## src/rtl/par_mem_pkg.sv

```systemverilog
package par_mem_pkg;

   typedef enum logic {
      GEN_TREE  = 1'b0,
      GEN_CHAIN = 1'b1
   } gen_arch_e;

   function automatic int pow2_ceil(input int n);
      int p;
      p = 1;
      while (p < n) p = p * 2;
      return p;
   endfunction

endpackage

```

## src/rtl/par_gen.sv

```systemverilog
module par_gen
   import par_mem_pkg::*;
#(
   parameter int        N    = 9,
   parameter gen_arch_e ARCH = GEN_TREE
) (
   input  logic [N-1:0] din,
   output logic         odd_o,
   output logic         even_o
);

   localparam int NP    = pow2_ceil(N);
   localparam int NODES = 2 * NP - 1;

   if (N < 2) begin : g_bad_n
      $error("par_gen: N must be at least 2");
   end

   if (ARCH == GEN_TREE) begin : g_tree
      logic node [NODES];
      for (genvar k = 0; k < NP; k++) begin : g_leaf
         if (k < N) begin : g_used
            assign node[NP - 1 + k] = din[k];
         end else begin : g_pad
            assign node[NP - 1 + k] = 1'b0;
         end
      end
      for (genvar i = 0; i < NP - 1; i++) begin : g_inner
         assign node[i] = node[2 * i + 1] ^ node[2 * i + 2];
      end
      assign odd_o = node[0];
   end else begin : g_chain
      logic [N-1:0] link;
      assign link[0] = din[0];
      for (genvar k = 1; k < N; k++) begin : g_link
         assign link[k] = link[k-1] ^ din[k];
      end
      assign odd_o = link[N-1];
   end

   assign even_o = ~odd_o;

endmodule

```

## src/rtl/par_store.sv

```systemverilog
module par_store #(
   parameter int DW    = 8,
   parameter int AW    = 4,
   parameter int DEPTH = 16
) (
   input  logic                  clk,
   input  logic                  rst_n,
   input  logic                  wr_en,
   input  logic [AW-1:0]         addr,
   input  logic [DW:0]           wword,
   output logic [DW:0]           rword,
   output logic [DEPTH*(DW+1)-1:0] words_flat
);

   localparam int NIN = DW + 1;
   localparam logic [NIN-1:0] CLEAN = NIN'(1) << DW;

   if (DEPTH > (1 << AW)) begin : g_bad_depth
      $error("par_store: DEPTH exceeds address range");
   end

   for (genvar i = 0; i < DEPTH; i++) begin : g_word
      logic [NIN-1:0] word_q;
      always_ff @(posedge clk) begin
         if (!rst_n) begin
            word_q <= CLEAN;
         end else if (wr_en && (addr == AW'(i))) begin
            word_q <= wword;
         end
      end
      assign words_flat[i*NIN +: NIN] = word_q;
   end

   assign rword = words_flat[int'(addr) * NIN +: NIN];

endmodule

```

## src/rtl/par_mem.sv

```systemverilog
module par_mem
   import par_mem_pkg::*;
#(
   parameter int        DW   = 8,
   parameter int        AW   = 4,
   parameter gen_arch_e ARCH = GEN_TREE
) (
   input  logic          clk,
   input  logic          rst_n,
   input  logic          wr_en,
   input  logic          rd_en,
   input  logic [AW-1:0] addr,
   input  logic [DW-1:0] wdata,
   output logic [DW-1:0] rdata,
   output logic          rerr
);

   localparam int NIN   = DW + 1;
   localparam int DEPTH = 1 << AW;

   if (DW < 1) begin : g_bad_dw
      $error("par_mem: DW must be at least 1");
   end
   if (AW < 1 || AW > 10) begin : g_bad_aw
      $error("par_mem: AW must lie in 1..10");
   end

   logic                    w_odd;
   logic                    w_even;
   logic                    r_odd;
   logic                    r_even;
   logic [NIN-1:0]          wword;
   logic [NIN-1:0]          rword;
   logic [DEPTH*NIN-1:0]    words_flat;

   par_gen #(.N(NIN), .ARCH(ARCH)) u_wgen (
      .din    ({1'b0, wdata}),
      .odd_o  (w_odd),
      .even_o (w_even)
   );

   assign wword = {w_even, wdata};

   par_store #(.DW(DW), .AW(AW), .DEPTH(DEPTH)) u_store (
      .clk        (clk),
      .rst_n      (rst_n),
      .wr_en      (wr_en),
      .addr       (addr),
      .wword      (wword),
      .rword      (rword),
      .words_flat (words_flat)
   );

   par_gen #(.N(NIN), .ARCH(ARCH)) u_rgen (
      .din    (rword),
      .odd_o  (r_odd),
      .even_o (r_even)
   );

   always_ff @(posedge clk) begin
      if (!rst_n) begin
         rdata <= '0;
         rerr  <= 1'b0;
      end else if (rd_en) begin
         rdata <= rword[DW-1:0];
         rerr  <= ~r_odd;
      end
   end

endmodule

```

## config.mk

```make
export PLATFORM = sky130hd
export DESIGN_NAME = par_mem
export DESIGN_NICKNAME = d
export VERILOG_FILES = /design/src/rtl/par_mem_pkg.sv /design/src/rtl/par_gen.sv /design/src/rtl/par_store.sv /design/src/rtl/par_mem.sv
export SDC_FILE = /design/constraint.sdc
export NUM_CORES = 1
export LEC_CHECK = 0
export BUFFER_PORTS_ARGS = -buffer_cell sky130_fd_sc_hd__buf_4
export CORE_UTILIZATION = 55
export CTS_CLUSTER_DIAMETER = 80
export DETAILED_ROUTE_END_ITERATION = 8
export GPL_TIMING_DRIVEN = 0
export HOLD_SLACK_MARGIN = 0.15
export PLACE_DENSITY = 0.81
export RECOVER_POWER = 50
export SETUP_SLACK_MARGIN = 0.4
export SLEW_MARGIN = 30
export SYNTH_ARGS = -nofsm -noshare
export SYNTH_HDL_FRONTEND = slang
export SYNTH_SLANG_ARGS = --single-unit
```

## constraint.sdc

```tcl
create_clock -name clk -period 5.3 [get_ports clk]
set_input_delay 0.265 -clock clk [delete_from_list [all_inputs] [get_ports clk]]
set_output_delay 0.265 -clock clk [all_outputs]
set_load 0.01 [all_outputs]
```

==> flow_metrics.tcl, run 1 <==
set metrics [dict create \
    outcome "complete, no violations" \
    antenna_found_initial 0 \
    cts_resized 0 \
    clock-sinks 153 \
    synth_area_um2 7034 \
    cts_hold_buf 0 \
    portBuffers 12 \
    hold_class "in -> reg" \
    synth-seq-cells 153 \
    vias 4934 \
    vdd_drop_max_uv 209.4 \
    yosys_warnings 0 \
    fin_crit_sh_pct 70.51 \
    grt_pass1_vias 4871 \
    root_buffer "clkbuf_16" \
    wirelength_mm 18.16 \
    initial_core_util_pct 57.37 \
    whs_endpoint "u_store.g_word[15].word_q[0]" \
    numCtsBuffers 17 \
    grt_first_pass_wirelength_mm 27.97 \
    dieArea_um2 13250 \
    r2r_end "rerr" \
    fin_crit_ps 3737 \
    postSynthCellCount 631 \
    leakagePower_nw 2.789 \
    ff2ff_path_depth 6 \
    rows 40 \
    slew_headroom_pct 21.96 \
    gp_congestion 0.9846 \
    crit_fanout 10 \
    cts_max_path_buffers 2 \
    num_antenna_cells 0 \
    startpoint_type "input pin" \
    grt_max_degree 17 \
    cts.clk_slew.worst_paths_ps 60 \
    slew_viol_final 0 \
    cts_setup_buffers 0 \
    fmax_ghz 0.2676 \
    tns_ps 0 \
    fillers 959 \
    grt_usage_pct 29.51 \
    synth_nets 647 \
    worst_pin_slew_ps 1166 \
    r2r_slack_ps 2930 \
    hold_depth 3 \
    seqCellArea_um2 3063 \
    dieWidth_um 115.1 \
    yosysSeqAreaShare_pct 43.54 \
    antenna_left 0 \
    io_pins 25 \
    maxCapViolations 0 \
    cts_tree "built" \
    clk_latency_ps 420 \
    drt_iter0_drc 531 \
    die_height_um 115.1 \
    ys_types 26 \
    area_growth_pct 11.21 \
    r2r_start "u_store.g_word[7].word_q[3]" \
    first_pass_iters 5 \
    fin_util_pct 63.80 \
    vias_per_cell 5.853 \
    hold_viol_final 0 \
    setup_violations 0 \
    place_inst 811 \
    design.core.area_um2 12260 \
    place.detailed.hpwl_mm 12.51 \
    drc 0 \
    crit_type "in -> reg" \
    worstSetupEndpointType "flop" \
    synth.avg_cell_area_um2 11.15 \
    drive_gt1_share_pct 12.15 \
    critPathRequiredTime_ps 5570 \
    stdcell_count 843 \
    rsz0062_at_grt "false" \
    wl_per_cell_um 21.55 \
    worstPathArrival_ps 4010 \
    multi_input_comb_area_um2 3711 \
    worst_clock_skew_ps 6.988 \
    min_from "wdata[0]" \
    h-tree-depth 4 \
    powerDensity_nw_per_um2 321.0 \
    overflow 0 \
    fin_nets 678 \
]
## power by group
| part | total (W) | internal (W) | switching (W) | leakage (nW) |
|---|---|---|---|---|
| clock | 0.00112 | 0.000667 | 0.000458 | 0.268 |
| combinational | 0.000211 | 0.0000809 | 0.000130 | 1.29 |
| sequential | 0.00118 | 0.00117 | 0.00000853 | 1.24 |
## state kept, by name, indices dropped and copies added (netlist names)
name                   count
u_store.g_word.word_q    144
rdata                      8
rerr                       1
## worst max-delay path, cell delays in order
cell and delay (ps):
clkbuf_1 360, clkbuf_1 690, clkbuf_1 710, clkbuf_1 550, mux4_2 440, mux4_2 560
xnor2_2 200, xnor2_1 140, a21oi_1 90
## placed cells by master (no fill, tap or decap), types with 2 or more instances in the layout
master,synthesis,routed
buf_4,0,3
o211ai_1,6,6
nor2_2,9,4
nand3_1,9,9
clkinv_2,0,5
o21ai_0,11,11
xnor2_1,10,10
clkbuf_1,35,56
buf_1,7,7
clkbuf_8,0,2
nor2_1,2,7
nor2b_1,131,131
buf_2,9,2
a22oi_1,4,4
mux4_2,41,41
xor2_1,2,2
clkbuf_16,0,17
nand2b_1,6,6
mux2i_1,128,128
nand2_1,48,48
nand3b_1,2,2
a21boi_0,8,8
buf_6,4,4
dfxtp_1,153,153
## per-layer routing
layer / track usage (%) / part of all wire, % / wire (µm)
met2: 46.55 / 47 / 8466
met3: 6.853 / 8.9 / 1616
met4: 12.73 / 3.3 / 605
met1: 39.03 / 41 / 7475
met5: 0 / 0 / 0
## layout make-up
cell class	instances	share of cell area (%)
clock inverters	8	0.9117
well taps	168	2.687
clock buffers	24	6.030
plain buffers	55	3.055
flip-flops and latches	153	39.16
repair buffers	12	0.7198
multi-input cells	423	47.44
## logic make-up after synthesis
logic type                after synthesis  share of synthesized area (%)
buffers and inverters                  55                          3.522
DFF                                   153                          43.54
xor gates and xnor gates               14                          2.046
AOI/OAI and AO/OA                      30                          2.775
muxes                                 169                          31.34
and+or+nand+nor                       210                          16.77
## synthesized netlist by cell type (all sizes together)
library cell / number / area, µm²
nor2b: 131 / 819.5
xnor3: 1 / 22.52
a21oi: 1 / 5.000
nor3: 1 / 5.000
or3: 1 / 6.260
nand3b: 2 / 15.01
buf: 20 / 116.4
xnor2: 11 / 103.9
nor2: 11 / 63.81
nand2b: 6 / 37.54
a21boi: 8 / 60.06
clkbuf: 35 / 131.4
dfxtp: 153 / 3063
nor3b: 1 / 7.510
mux2i: 128 / 1281
nand2: 48 / 180.2
o211ai: 6 / 45.04
o21ai: 11 / 55.05
a22oi: 4 / 30.03
xor2: 2 / 17.52
mux4: 41 / 923.4
nand3: 9 / 45.04
## worst max-delay path by stage
stage | from | end | slack [ps] | cells past startpoint
2_1_floorplan | addr[1] | rerr | 2890 | 9
3_3_place_gp | addr[1] | rerr | 2240 | 9
3_5_place_dp | addr[1] | rerr | 2170 | 9
4_1_cts | addr[1] | rerr | 2610 | 9
5_1_grt | addr[1] | rerr | 1460 | 9
6_report | addr[1] | rerr | 1560 | 9
## per-stage QoR
| stage | instance area (µm²) | hold WS [ps] | total power (W) | worst slack [ps] |
|---|---|---|---|---|
| floorplan | 7034 | 440.4 | 0.001345 | 2887 |
| global placement | 7335 | 448.6 | 0.001402 | 2242 |
| detailed placement | 7335 | 464.8 | 0.001408 | 2171 |
| CTS | 7878 | 362.3 | 0.002514 | 2610 |
| global route | 7823 | 400.7 | 0.002574 | 1459 |
| finish | 7823 | 364.4 | 0.002511 | 1563 |
(Power assumes the default switching activity.)
==> run 2, diff against run 1 <==
PLACE_DENSITY = 0.84   (was 0.81)
clock period = 3.2 ns   (was 5.3 ns; I/O delays follow)
==> run 2 against run 1 <==
  * Hold slack lost 130 ps
  * Critical endpoint unchanged
  * Combinational power grew 65%
  * First-iteration DRC count shrank 21%
  * Critical path depth is the same
  * Die area is the same
  * Cell count grew 0.12%
  * Utilization grew 0.40 points
==> flow_metrics.tcl, run 2 (synthesis results as in run 1) <==
set metrics [dict create \
    grt_util_met2_pct 47.71 \
    wirelength_mm 18.11 \
    fin_nets 678 \
    slew_headroom_pct 26.07 \
    dieWidth_um 115.1 \
    cts_hold_buf 0 \
    clock-sinks 153 \
    crit_end "rerr" \
    r2r_slack_ps 820 \
    area_growth_pct 11.90 \
    grt_pass1_vias 5021 \
    tns_ps 0 \
    numCtsBuffers 17 \
    layout_common_cells "dfxtp_1 (153), nor2b_1 (131), mux2i_1 (128), clkbuf_1 (51), nand2_1 (48)" \
    crit_path_top_delay_cell "mux4_2" \
    top_register "u_store.g_word.word_q" \
    leakagePower_nw 2.817 \
    outcome "complete, no violations" \
    slew_viol_final 0 \
    busiest_layer "met2" \
    startpoint_type "input pin" \
    cp_top_family "buffers and inverters" \
    io_pins 25 \
    initial_core_util_pct 57.37 \
    clk_latency_ps 440 \
    grt_first_pass_wirelength_mm 27.97 \
    crit_path_max_incr_delay_ps 560 \
    h-tree-depth 4 \
    crit_type "in -> reg" \
    fmax_ghz 0.3563 \
    grt_usage_pct 29.69 \
    design.core.area_um2 12260 \
    first_pass_iters 4 \
    portBuffers 12 \
    worstSetupEndpointType "flop" \
    cp.depth 9 \
    setup_violations 0 \
    root_buffer "clkbuf_16" \
    cp.buffers_inverters 4 \
    cts.clk_slew.worst_paths_ps 60 \
    fin_util_pct 64.19 \
    drt_iter0_drc 420 \
    cts_resized 0 \
    antenna_found_initial 0 \
    cts_max_path_buffers 2 \
    fin_hold_ws_ps 233.6 \
    fillers 971 \
    overflow 0 \
    fin_crit_sh_pct 87.72 \
    fin_crit_ps 2807 \
    largest_reg_flops 144 \
    startpoint "addr[1]" \
    drive_gt1_share_pct 13.04 \
    vias_per_cell 5.813 \
    gp_congestion 1.024 \
    wl_per_cell_um 21.45 \
    drc 0 \
    rsz0062_at_grt "false" \
    vias 4906 \
    grt_max_degree 17 \
    r2r_end "rerr" \
    final_common_cell "dfxtp_1" \
    grt_util_met1_pct 36.88 \
    largestRegisters "u_store.g_word.word_q (144), rdata (8), rerr (1)" \
    worst_pin_slew_ps 1105 \
    crit_chain "buf_2, buf_2, buf_2, clkbuf_1, mux4_2, mux4_2, xnor2_2, xnor2_1, a21oi_1" \
    grtUsageMet3_pct 8.645 \
    die_height_um 115.1 \
    r2r_start "u_store.g_word[15].word_q[3]" \
    hold_class "in -> reg" \
    worstPathArrival_ps 3100 \
    dieArea_um2 13250 \
    antenna_left 0 \
    hold_viol_final 0 \
    rows 40 \
    cts_tree "built" \
    vdd_drop_max_uv 451.4 \
    maxCapViolations 0 \
    worst_clock_skew_ps 7.647 \
    powerDensity_nw_per_um2 539.9 \
    cts_setup_buffers 0 \
    place.detailed.hpwl_mm 12.53 \
    cp_common_cell "buf_2" \
    crit_fanout 10 \
    ff2ff_path_depth 6 \
    critPathRequiredTime_ps 3500 \
]
[run 2: cell count changes in the layout (fill, tap and decap cells not counted), sizes merged]
cell | before | now
buf | 16 | 19
clkinv | 6 | 4
clkbuf | 75 | 74
diode | 0 | 1
[run 2: layout make-up]
class / instances / area [µm²] / area share, %
multi-input cells: 423 / 3716 / 47.21
flip-flops and latches: 153 / 3063 / 38.91
clock buffers: 26 / 519.2 / 6.597
plain buffers: 55 / 242.7 / 3.084
well taps: 168 / 210.2 / 2.670
clock inverters: 6 / 61.31 / 0.7789
repair buffers: 12 / 56.30 / 0.7153
diodes: 1 / 2.502 / 0.03179
[run 2: worst min path at each step]
stage	startpoint	to	slack (ps)	cells past startpoint
global placement	u_store.g_word[9].word_q[1]	u_store.g_word[9].word_q[1]	450	2
floorplan	u_store.g_word[9].word_q[3]	u_store.g_word[9].word_q[3]	440	2
global route	wdata[7]	u_store.g_word[12].word_q[7]	250	3
CTS	rd_en	rerr	230	2
detailed placement	u_store.g_word[9].word_q[4]	u_store.g_word[9].word_q[4]	460	2
finish	rd_en	rerr	230	2
[run 2: metal layers]
layer  wire, µm  share of wire [%]
met1       7647                 42
met2       8537                 47
met3       1343                7.4
met4        576                3.2
met5          0                  0
[run 2: through the flow]
step / setup WS, ps / area, µm² / power (W) / instances
after detailed placement: 250.0 / 7335 / 0.002332 / 811
after global placement: 238.9 / 7335 / 0.002322 / 811
after CTS: 650.1 / 7915 / 0.004255 / 843
final: 393.1 / 7871 / 0.004250 / 844
after global routing: 311.1 / 7869 / 0.004357 / 843
after floorplan: 891.6 / 7034 / 0.002228 / 631
[run 2: power breakdown]
group	internal, W	switching (W)
clock network	0.00119	0.000764
logic	0.000134	0.000215
registers	0.00193	0.0000144
total	0.00326	0.000993
